### config.mk
export PLATFORM = sky130hd
export DESIGN_NAME = mac_hilo_unit
export DESIGN_NICKNAME = d
export VERILOG_FILES = /design/src/rtl/mac_hilo_pkg.sv /design/src/rtl/mac_ctrl.sv /design/src/rtl/mac_mult.sv /design/src/rtl/mac_accum.sv /design/src/rtl/mac_hilo_unit.sv
export SDC_FILE = /design/constraint.sdc
export NUM_CORES = 2
export LEC_CHECK = 0
export ABC_AREA = 1
export BUFFER_PORTS_ARGS = -buffer_cell sky130_fd_sc_hd__buf_2
export CAP_MARGIN = 25
export CORE_MARGIN = 2
export CORE_UTILIZATION = 55
export CTS_CLUSTER_DIAMETER = 200
export CTS_CLUSTER_SIZE = 24
export DETAILED_ROUTE_END_ITERATION = 12
export PLACE_DENSITY_LB_ADDON = 0.3
export SLEW_MARGIN = 20
export SYNTH_ARGS = -nofsm -noshare
export SYNTH_HDL_FRONTEND = slang
export SYNTH_HIERARCHICAL = 1
export SYNTH_SLANG_ARGS = --single-unit
### constraint.sdc
create_clock -name clk -period 10.7 [get_ports clk]
set_clock_uncertainty 0.1 [all_clocks]
set_input_delay 2.14 -clock clk [delete_from_list [all_inputs] [get_ports clk]]
set_output_delay 2.14 -clock clk [all_outputs]
set_load 0.01 [all_outputs]
### src/rtl/mac_hilo_pkg.sv
package mac_hilo_pkg;

  localparam logic [2:0] OP_MUL_S  = 3'd0;
  localparam logic [2:0] OP_MUL_U  = 3'd1;
  localparam logic [2:0] OP_MADD_S = 3'd2;
  localparam logic [2:0] OP_MADD_U = 3'd3;
  localparam logic [2:0] OP_MSUB_S = 3'd4;
  localparam logic [2:0] OP_MSUB_U = 3'd5;

  typedef enum logic [1:0] {
    ACC_NONE = 2'd0,
    ACC_ADD  = 2'd1,
    ACC_SUB  = 2'd2
  } acc_mode_e;

  // how the product is merged with the held HI:LO value
  function automatic acc_mode_e mode_of(input logic [2:0] code);
    case (code)
      OP_MADD_S, OP_MADD_U: mode_of = ACC_ADD;
      OP_MSUB_S, OP_MSUB_U: mode_of = ACC_SUB;
      default:              mode_of = ACC_NONE;
    endcase
  endfunction

  // even codes are the signed variants
  function automatic logic is_signed(input logic [2:0] code);
    is_signed = ~code[0];
  endfunction

  function automatic logic code_ok(input logic [2:0] code);
    code_ok = (code <= OP_MSUB_U);
  endfunction

endpackage

### src/rtl/mac_ctrl.sv
module mac_ctrl #(
  parameter int LATENCY = 4
) (
  input  logic clk,
  input  logic rst,
  input  logic start,
  input  logic code_valid,
  output logic accept,
  output logic commit,
  output logic busy,
  output logic done
);
  localparam int CW = $clog2(LATENCY) + 1;
  localparam logic [CW-1:0] LAST = CW'(LATENCY - 2);
  localparam logic [CW-1:0] TOP  = CW'(LATENCY - 1);

  logic          busy_q, done_q;
  logic [CW-1:0] cnt_q;

  assign accept = start & code_valid & ~busy_q;
  assign commit = busy_q & ~done_q & (cnt_q == LAST);
  assign busy   = busy_q;
  assign done   = done_q;

  always_ff @(posedge clk) begin
    if (rst) begin
      busy_q <= 1'b0;
      done_q <= 1'b0;
      cnt_q  <= '0;
    end else if (accept) begin
      busy_q <= 1'b1;
      cnt_q  <= '0;
    end else if (busy_q) begin
      if (done_q) begin
        busy_q <= 1'b0;
        done_q <= 1'b0;
        cnt_q  <= '0;
      end else begin
        cnt_q <= cnt_q + CW'(1);
        if (commit) done_q <= 1'b1;
      end
    end
  end

  AST_DONE_INSIDE_BUSY: assert property (@(posedge clk) disable iff (rst)
    done_q |-> busy_q);
  AST_DONE_SINGLE: assert property (@(posedge clk) disable iff (rst)
    done_q |=> !done_q);
  AST_BUSY_HOLDS: assert property (@(posedge clk) disable iff (rst)
    (busy_q && !done_q) |=> busy_q);
  AST_CNT_RANGE: assert property (@(posedge clk) disable iff (rst)
    busy_q |-> (cnt_q <= TOP));
  AST_COMMIT_TO_DONE: assert property (@(posedge clk) disable iff (rst)
    commit |=> done_q);

endmodule

### src/rtl/mac_mult.sv
module mac_mult #(
  parameter int W       = 32,
  parameter int LATENCY = 4
) (
  input  logic           clk,
  input  logic           rst,
  input  logic           load,
  input  logic           sgn,
  input  logic [W-1:0]   a,
  input  logic [W-1:0]   b,
  output logic [2*W-1:0] prod
);
  localparam int PW  = 2 * W;
  localparam int DLY = LATENCY - 2;

  logic [W-1:0]  a_q, b_q;
  logic          s_q;
  logic [PW-1:0] xa, xb, raw;

  always_ff @(posedge clk) begin
    if (rst) begin
      a_q <= '0;
      b_q <= '0;
      s_q <= 1'b0;
    end else if (load) begin
      a_q <= a;
      b_q <= b;
      s_q <= sgn;
    end
  end

  // extension to full result width makes one product serve both variants
  assign xa  = {{W{s_q & a_q[W-1]}}, a_q};
  assign xb  = {{W{s_q & b_q[W-1]}}, b_q};
  assign raw = xa * xb;

  generate
    if (DLY == 0) begin : g_direct
      assign prod = raw;
    end else begin : g_pipe
      logic [PW-1:0] stage_q [DLY];
      always_ff @(posedge clk) begin
        if (rst) begin
          for (int i = 0; i < DLY; i++) stage_q[i] <= '0;
        end else begin
          stage_q[0] <= raw;
          for (int i = 1; i < DLY; i++) stage_q[i] <= stage_q[i-1];
        end
      end
      assign prod = stage_q[DLY-1];
    end
  endgenerate

endmodule

### src/rtl/mac_accum.sv
module mac_accum
  import mac_hilo_pkg::*;
#(
  parameter int W = 32
) (
  input  acc_mode_e      mode,
  input  logic [2*W-1:0] cur,
  input  logic [2*W-1:0] prod,
  output logic [2*W-1:0] nxt
);
  always_comb begin
    case (mode)
      ACC_ADD: nxt = cur + prod;
      ACC_SUB: nxt = cur - prod;
      default: nxt = prod;
    endcase
  end
endmodule

### src/rtl/mac_hilo_unit.sv
module mac_hilo_unit
  import mac_hilo_pkg::*;
#(
  parameter int W       = 32,
  parameter int LATENCY = 4
) (
  input  logic         clk,
  input  logic         rst,
  input  logic         start,
  input  logic [2:0]   op,
  input  logic [W-1:0] opa,
  input  logic [W-1:0] opb,
  input  logic         mv_hi_we,
  input  logic         mv_lo_we,
  input  logic [W-1:0] mv_data,
  output logic [W-1:0] hi,
  output logic [W-1:0] lo,
  output logic         busy,
  output logic         done
);
  localparam int PW = 2 * W;

  logic          accept, commit;
  logic [PW-1:0] prod, acc_next;
  logic [W-1:0]  hi_q, lo_q;
  acc_mode_e     mode_q;

  mac_ctrl #(.LATENCY(LATENCY)) u_ctrl (
    .clk(clk), .rst(rst), .start(start), .code_valid(code_ok(op)),
    .accept(accept), .commit(commit), .busy(busy), .done(done)
  );

  mac_mult #(.W(W), .LATENCY(LATENCY)) u_mult (
    .clk(clk), .rst(rst), .load(accept), .sgn(is_signed(op)),
    .a(opa), .b(opb), .prod(prod)
  );

  always_ff @(posedge clk) begin
    if (rst)         mode_q <= ACC_NONE;
    else if (accept) mode_q <= mode_of(op);
  end

  mac_accum #(.W(W)) u_accum (
    .mode(mode_q), .cur({hi_q, lo_q}), .prod(prod), .nxt(acc_next)
  );

  always_ff @(posedge clk) begin
    if (rst) begin
      hi_q <= '0;
      lo_q <= '0;
    end else if (commit) begin
      {hi_q, lo_q} <= acc_next;
    end else if (!busy) begin
      if (mv_hi_we) hi_q <= mv_data;
      if (mv_lo_we) lo_q <= mv_data;
    end
  end

  assign hi = hi_q;
  assign lo = lo_q;

  AST_HILO_HOLD_BUSY: assert property (@(posedge clk) disable iff (rst)
    (busy && !commit) |=> ($stable(hi_q) && $stable(lo_q)));
  AST_RESERVED_IDLE: assert property (@(posedge clk) disable iff (rst)
    (start && !busy && (op > 3'd5)) |=> !busy);
  AST_IDLE_NO_MOVE_STABLE: assert property (@(posedge clk) disable iff (rst)
    (!busy && !mv_hi_we && !mv_lo_we) |=> ($stable(hi_q) && $stable(lo_q)));
  AST_START_TO_BUSY: assert property (@(posedge clk) disable iff (rst)
    (start && !busy && (op <= 3'd5)) |=> (busy && !done));

endmodule

Word-level counts from Yosys, hierarchy flattened
Memory sizes are Yosys's and may differ from the RTL's.
Index checks and enable logic that the tools add are counted.
W data, S select, Z words.
{"block": "totals", "regBits": 136, "latchBits": 0, "mem_bits_rw": 128, "romBits": 0, "in_bits": 104, "elab_cells": 62, "memories": 1}
{"memory": "u_mult.g_pipe.stage_q", "words": 2, "width": 64, "rd": 2, "rd_clocked_by_memory_dff": 0, "write_ports": 2, "line_no": "mac_mult.sv:41", "text": "logic [PW-1:0] stage_q [DLY];"}
{"block": "op_classes", "n_addsub": 3, "n_mul": 1, "div": 0, "magnitude_cmp": 1, "eq_ne": 8, "shifts": 0, "n_mux": 19, "n_bitwise": 12, "reduce_logical": 8}
{"cell": "$mux W32", "count": 6}
{"cell": "$mux W64", "count": 2}
{"cell": "$pmux W64 S2", "count": 1}
{"cell": "$add A64 B64 Y64", "count": 1}
{"cell": "$mul A33 B33 Y64", "count": 1}
{"cell": "$sub A64 B64 Y64", "count": 1}
{"cell": "$eq A3 B2 Y1 const B", "count": 3}
{"cell": "$mux W1", "count": 8}
{"cell": "$and A1 B1 Y1", "count": 6}
{"cell": "$eq A3 B3 Y1 const B", "count": 2}
{"cell": "$reduce_and A2 Y1", "count": 3}
{"cell": "$reduce_or A2 Y1", "count": 3}
{"cell": "$not A1 Y1", "count": 4}
{"cell": "$pmux W2 S2", "count": 1}
{"cell": "$reduce_bool A2 Y1", "count": 2}
{"cell": "$add A3 B1 Y3 const B", "count": 1}
{"cell": "$le A3 B3 Y1 const B", "count": 1}
{"cell": "$mux W3", "count": 1}
{"cell": "$eq A2 B1 Y1 const B", "count": 1}
{"cell": "$eq A2 B2 Y1 const B", "count": 1}
{"cell": "$ne A2 B2 Y1 const B", "count": 1}
{"cell": "$or A1 B1 Y1", "count": 2}

Logic depth before layout (Yosys ltp)
{"block": "logic_depth", "depth_word": 5, "depth_mapped": 35}

Hierarchy
The synthesis kept the hierarchy.
{"module": "mac_mult", "n_inst": 1, "cells_each": 5688, "area_per_inst_um2": 45772.6, "seq_area_each_um2": 3863.7}
{"module": "mac_accum", "n_inst": 1, "cells_each": 1903, "area_per_inst_um2": 8784.7, "seq_area_each_um2": 0.0}
{"module": "mac_hilo_unit", "n_inst": 1, "cells_each": 482, "area_per_inst_um2": 3149.3, "seq_area_each_um2": 1321.3}
{"module": "mac_ctrl", "n_inst": 1, "cells_each": 37, "area_per_inst_um2": 271.5, "seq_area_each_um2": 100.1}

Least setup slack after synthesis
No wires, ideal clock.
{"block": "synth_timing", "path_type": "reg2reg", "from": "register u_mult.a_q[31]", "to": "memory u_mult/g_pipe.stage_q[0][54] (netlist bit)", "arrival_time_ns": 7.225, "slack_ns": 3.264, "stages_incl_launch_ff": 28, "path_buffers": 2, "synth_period_minus_slack_ns": 7.436, "cell_sequence": "dfxtp_1 > buf_4 > nand2_4 > clkbuf_1 > nor2_1 > fa_1 > fa_1 > fa_1 > inv_1 > fa_1 > inv_1 > fa_1 > fa_1 > inv_1 > fa_1 > fa_1 > inv_1 > ha_1 > nand2_1 > nor2_1 > inv_1 > nor2_1 > inv_1 > nor4_1 > nand2_1 > nand3_1 > and2_1 > nor2_1"}
{"item": "start: declaration", "line_no": "mac_mult.sv:16", "text": "logic [W-1:0] a_q, b_q;"}
{"item": "start signal: assignment", "line_no": "mac_mult.sv:22", "text": "a_q <= '0;"}
{"item": "start signal: assignment", "line_no": "mac_mult.sv:26", "text": "a_q <= a;"}
{"item": "end: declaration", "line_no": "mac_mult.sv:41"}

==> metrics.md <==
| Metric | Value |
|---|---|
| Status | completed |
| Combinational family with the most area after synthesis | adder cells |
| Overflow after GRT | 0 |
| Max cap viols | 0 |
| Critical path peak fanout | 34 |
| R2r worst-path depth | 28 |
| Pin count of the biggest net entering global routing | 84 |
| DR pass1 iterations | 6 |
| Initial Util | 55.23% |
| Vias in the first global route | 51442 |
| CTS Buf Count | 15 |
| Die width | 328.7 microns |
| TNS Setup | 0 ns |
| Count leader, synth | nand2_1 |
| Fin crit period | 8.867 ns |
| Vias per inst | between 5 and 6 |
| YS warnings | 6 |
| Syn-to-layout area delta | 2.946% |
| Reg2reg start | u_mult/a_q[31] |
| Cell Pwr Density | approximately 140 mW/mm^2 |
| CP endpoint kind | flip-flop |
| Leakage | between 30 and 40 nW |
| Adder-cell share of the synthesized area | around 45% |
| CTS Hold Buffers Added | 0 |
| Simple-gate share of the synthesized area | ~23% |
| Seq/Total Area, Yosys | a little under a tenth |
| CP max stage delay | ~1.1 ns |
| EDFF count, synth | 0 |
| Tot GR Track Use | 35.26% |
| Multiplexer area fraction after synthesis | 0% |
| Number of setup buffers added after CTS | 0 |
| Via Count | approximately 50000 |
| Setup crit end | u_mult/g_pipe.stage_q[0][54] |
| Cell Area, Synth | a little under 0.06 sq mm |
| Max Clk Rate | approximately 110 MHz |
| Flops & latches, synth | 264 |
| Worst r2r dst | u_mult/g_pipe.stage_q[0][54] |
| Post-CTS sizing | 0 |
| H-tree depth | 1 |
| Synth top area share | 38.88% |
| Fin cells | about 9300 |
| Post-synth top cells | 2355 x nand2_1, 2053 x inv_1, 1126 x fa_1 |
| Slowest cell on the critical path | fa_1 |
| Yosys cell types | 52 |
| Critical path data arrival time | 9.26 ns |
| Worst slew margin | 29.75% |
| Die Span Y | 328.7 microns |
| Total Routed Length | ~190000 microns |
| First-pass GRT wire length | 291600 microns |
| Die footprint | roughly 0.11 sq mm |
| Hold Vio Cnt, Final | 0 |
| Placed cells | between 9000 and 10000 |
| Synth Flop Type | dfxtp_1 |
| RePlAce Congestion | 1.017 |
| TritonCTS clock tree | done |
| # fillers | 10224 |
| Top Ports | 170 |
| Crit Path Class | reg2reg |
| Nets | 9463 |
| Max VDD drop | 0.0001472 V |
| Clk slew on worst S/H paths | between 0.1 and 0.15 ns |
| RSZ-0062 raised after global routing | false |
| Iteration-0 DRC Markers | 4078 |
| Syn_nets | 9619 |
| DP HPWL | approximately 160000 microns |
| Final hold slack | 0.2764 ns |
| Fin crit share | 82.87% |
| Endpoints failing setup | 0 |
| Share of post-route cells with drive strength above 1 | approximately 4.7% |
| Post-Syn Instances | 8110 |
| Footprint of the multi-input gates | 0.04304 sq mm |
| Largest area contributor in the netlist | fa_1 |
| Final Util | 56.86% |
| Compound-Gate Fraction of Synth Area | 5.067% |
| Detail Route Antenna Nets | 0 |
| Rows | 119 |
| Startpoint types | flip-flop |
| Num Clock Sinks | 264 |
| Worst-skew pair later-pin latency | between 0.5 and 0.6 ns |
| DRC errors left | 0 |
| Fin. max-slew vios | 0 |
| Root Buffer | clkbuf_16 |
| WL/cell | 19.97 microns |
| Least-Margin Pin Slew | 1.054 ns |
| Most common cell type on the critical path | fa_1 |
| Reg-to-reg slack, setup | 1.83 ns |
| Average size of a mapped cell | 7.149 sq um |
| Synth top area cells | fa_1 39%, nand2_1 15%, inv_1 13% |
| Worst EP required | 11.09 ns |
| Area occupied by registers | 0.005300 sq mm |
| Core Area | 0.1050 sq mm |
| Critical Path Source | u_mult/a_q[31] |
| CTS max path bufs | 3 |
| XOR/XNOR share of the synthesized area | 1.375% |
| Initial antenna violation count | 4 |
| Worst hold path type | reg2reg |
| IO Port Bufs | 169 |
| FFs w/ async S/R, synth | 0% |
==> critical path: cells and delay by family (launching register included) <==
kind,cells,cell delay [ns]
fa+ha+maj,9,5.17
flops,1,0.32
simple gates,10,1.38
buf+inv,9,1.77
==> cell families (layout without fill, tap and decap cells) <==
kind of cell	Yosys count	after routing
compound gates	542	542
xor+xnor	91	91
fa+ha+maj	1405	1405
buf+inv	2488	2334
flops	264	264
other cells	0	1
simple gates	3320	3320
==> cell type report <==
cell class                 count  share of cell area, %
sequential                   264                  8.880
clock inverter                 3                0.06079
antenna                        1               0.004193
tap                         1391                  2.916
multi-input combinational   5358                  72.10
timing repair buffer         243                  2.365
inverter                    2072                  13.03
clock buffer                  16                 0.6352
==> report_power, final <==
group / switching, mW / total (mW) / internal [mW]
registers: 0.214 / 1.37 / 1.15
clock network: 0.402 / 0.665 / 0.263
logic: 4.10 / 6.10 / 2.00
==> cells in the final DEF, fill, tap and decap left out, types with 5 or more instances in the layout <==
cell	Yosys	routed
a21o_1	11	11
a21oi_1	252	252
a21oi_2	6	6
buf_2	24	168
buf_4	70	74
clkbuf_16	0	15
dfxtp_1	264	252
dfxtp_2	0	12
fa_1	1126	1126
ha_1	279	278
inv_1	2053	2050
inv_2	15	18
nand2_1	2355	2355
nand2_2	21	21
nand3_1	200	200
nand3_2	8	8
nand3b_1	27	27
nand4_1	26	26
nor2_1	597	597
nor2_2	13	13
nor2_4	5	5
nor3_1	32	31
nor3_2	6	7
nor4_1	9	9
o21a_1	23	23
o21ai_0	173	173
o21ai_1	39	39
o21ai_2	7	7
o21bai_1	17	17
or2_2	7	7
xnor2_1	36	36
xor2_1	55	55
==> state kept, by name (all words and copies together), names as in the netlist <==
| signal | flops |
|---|---|
| u_ctrl/busy | 1 |
| u_mult/a_q | 32 |
| lo | 32 |
| u_ctrl/cnt_q | 3 |
| u_mult/b_q | 32 |
| mode_q | 2 |
| u_ctrl/done | 1 |
| u_mult/s_q | 1 |
| hi | 32 |
| u_mult/g_pipe.stage_q | 128 |
==> worst min path at each step <==
stage | slack [ns] | from | cells after the start | endpoint
2_1_floorplan | 0.29 | u_mult/g_pipe.stage_q[0][36] | 2 | u_mult/g_pipe.stage_q[0][100]
3_3_place_gp | 0.29 | u_mult/g_pipe.stage_q[0][0] | 2 | u_mult/g_pipe.stage_q[0][64]
3_5_place_dp | 0.29 | u_mult/g_pipe.stage_q[0][0] | 2 | u_mult/g_pipe.stage_q[0][64]
4_1_cts | 0.29 | u_mult/g_pipe.stage_q[0][32] | 2 | u_mult/g_pipe.stage_q[0][96]
5_1_grt | 0.30 | u_mult/g_pipe.stage_q[0][5] | 2 | u_mult/g_pipe.stage_q[0][69]
6_report | 0.28 | u_mult/g_pipe.stage_q[0][32] | 2 | u_mult/g_pipe.stage_q[0][96]
==> layer usage <==
metal  vias up  track usage (%)  wire [microns]
li1      22825                -               -
met1     24120            45.89           73700
met2      2409            58.45           86740
met3       471            5.596           16640
met4         2            15.19            9564
met5         -                0              13
==> through the flow <==
stage	setup WS [ns]	total power, mW	instance area (sq um)
finish	1.833	8.129	59690
global route	1.303	8.890	59690
CTS	1.835	8.068	59680
detailed placement	1.829	7.366	59260
global placement	1.994	7.300	59250
floorplan	3.264	5.467	57980
Power figures use the tool's default switching activity.
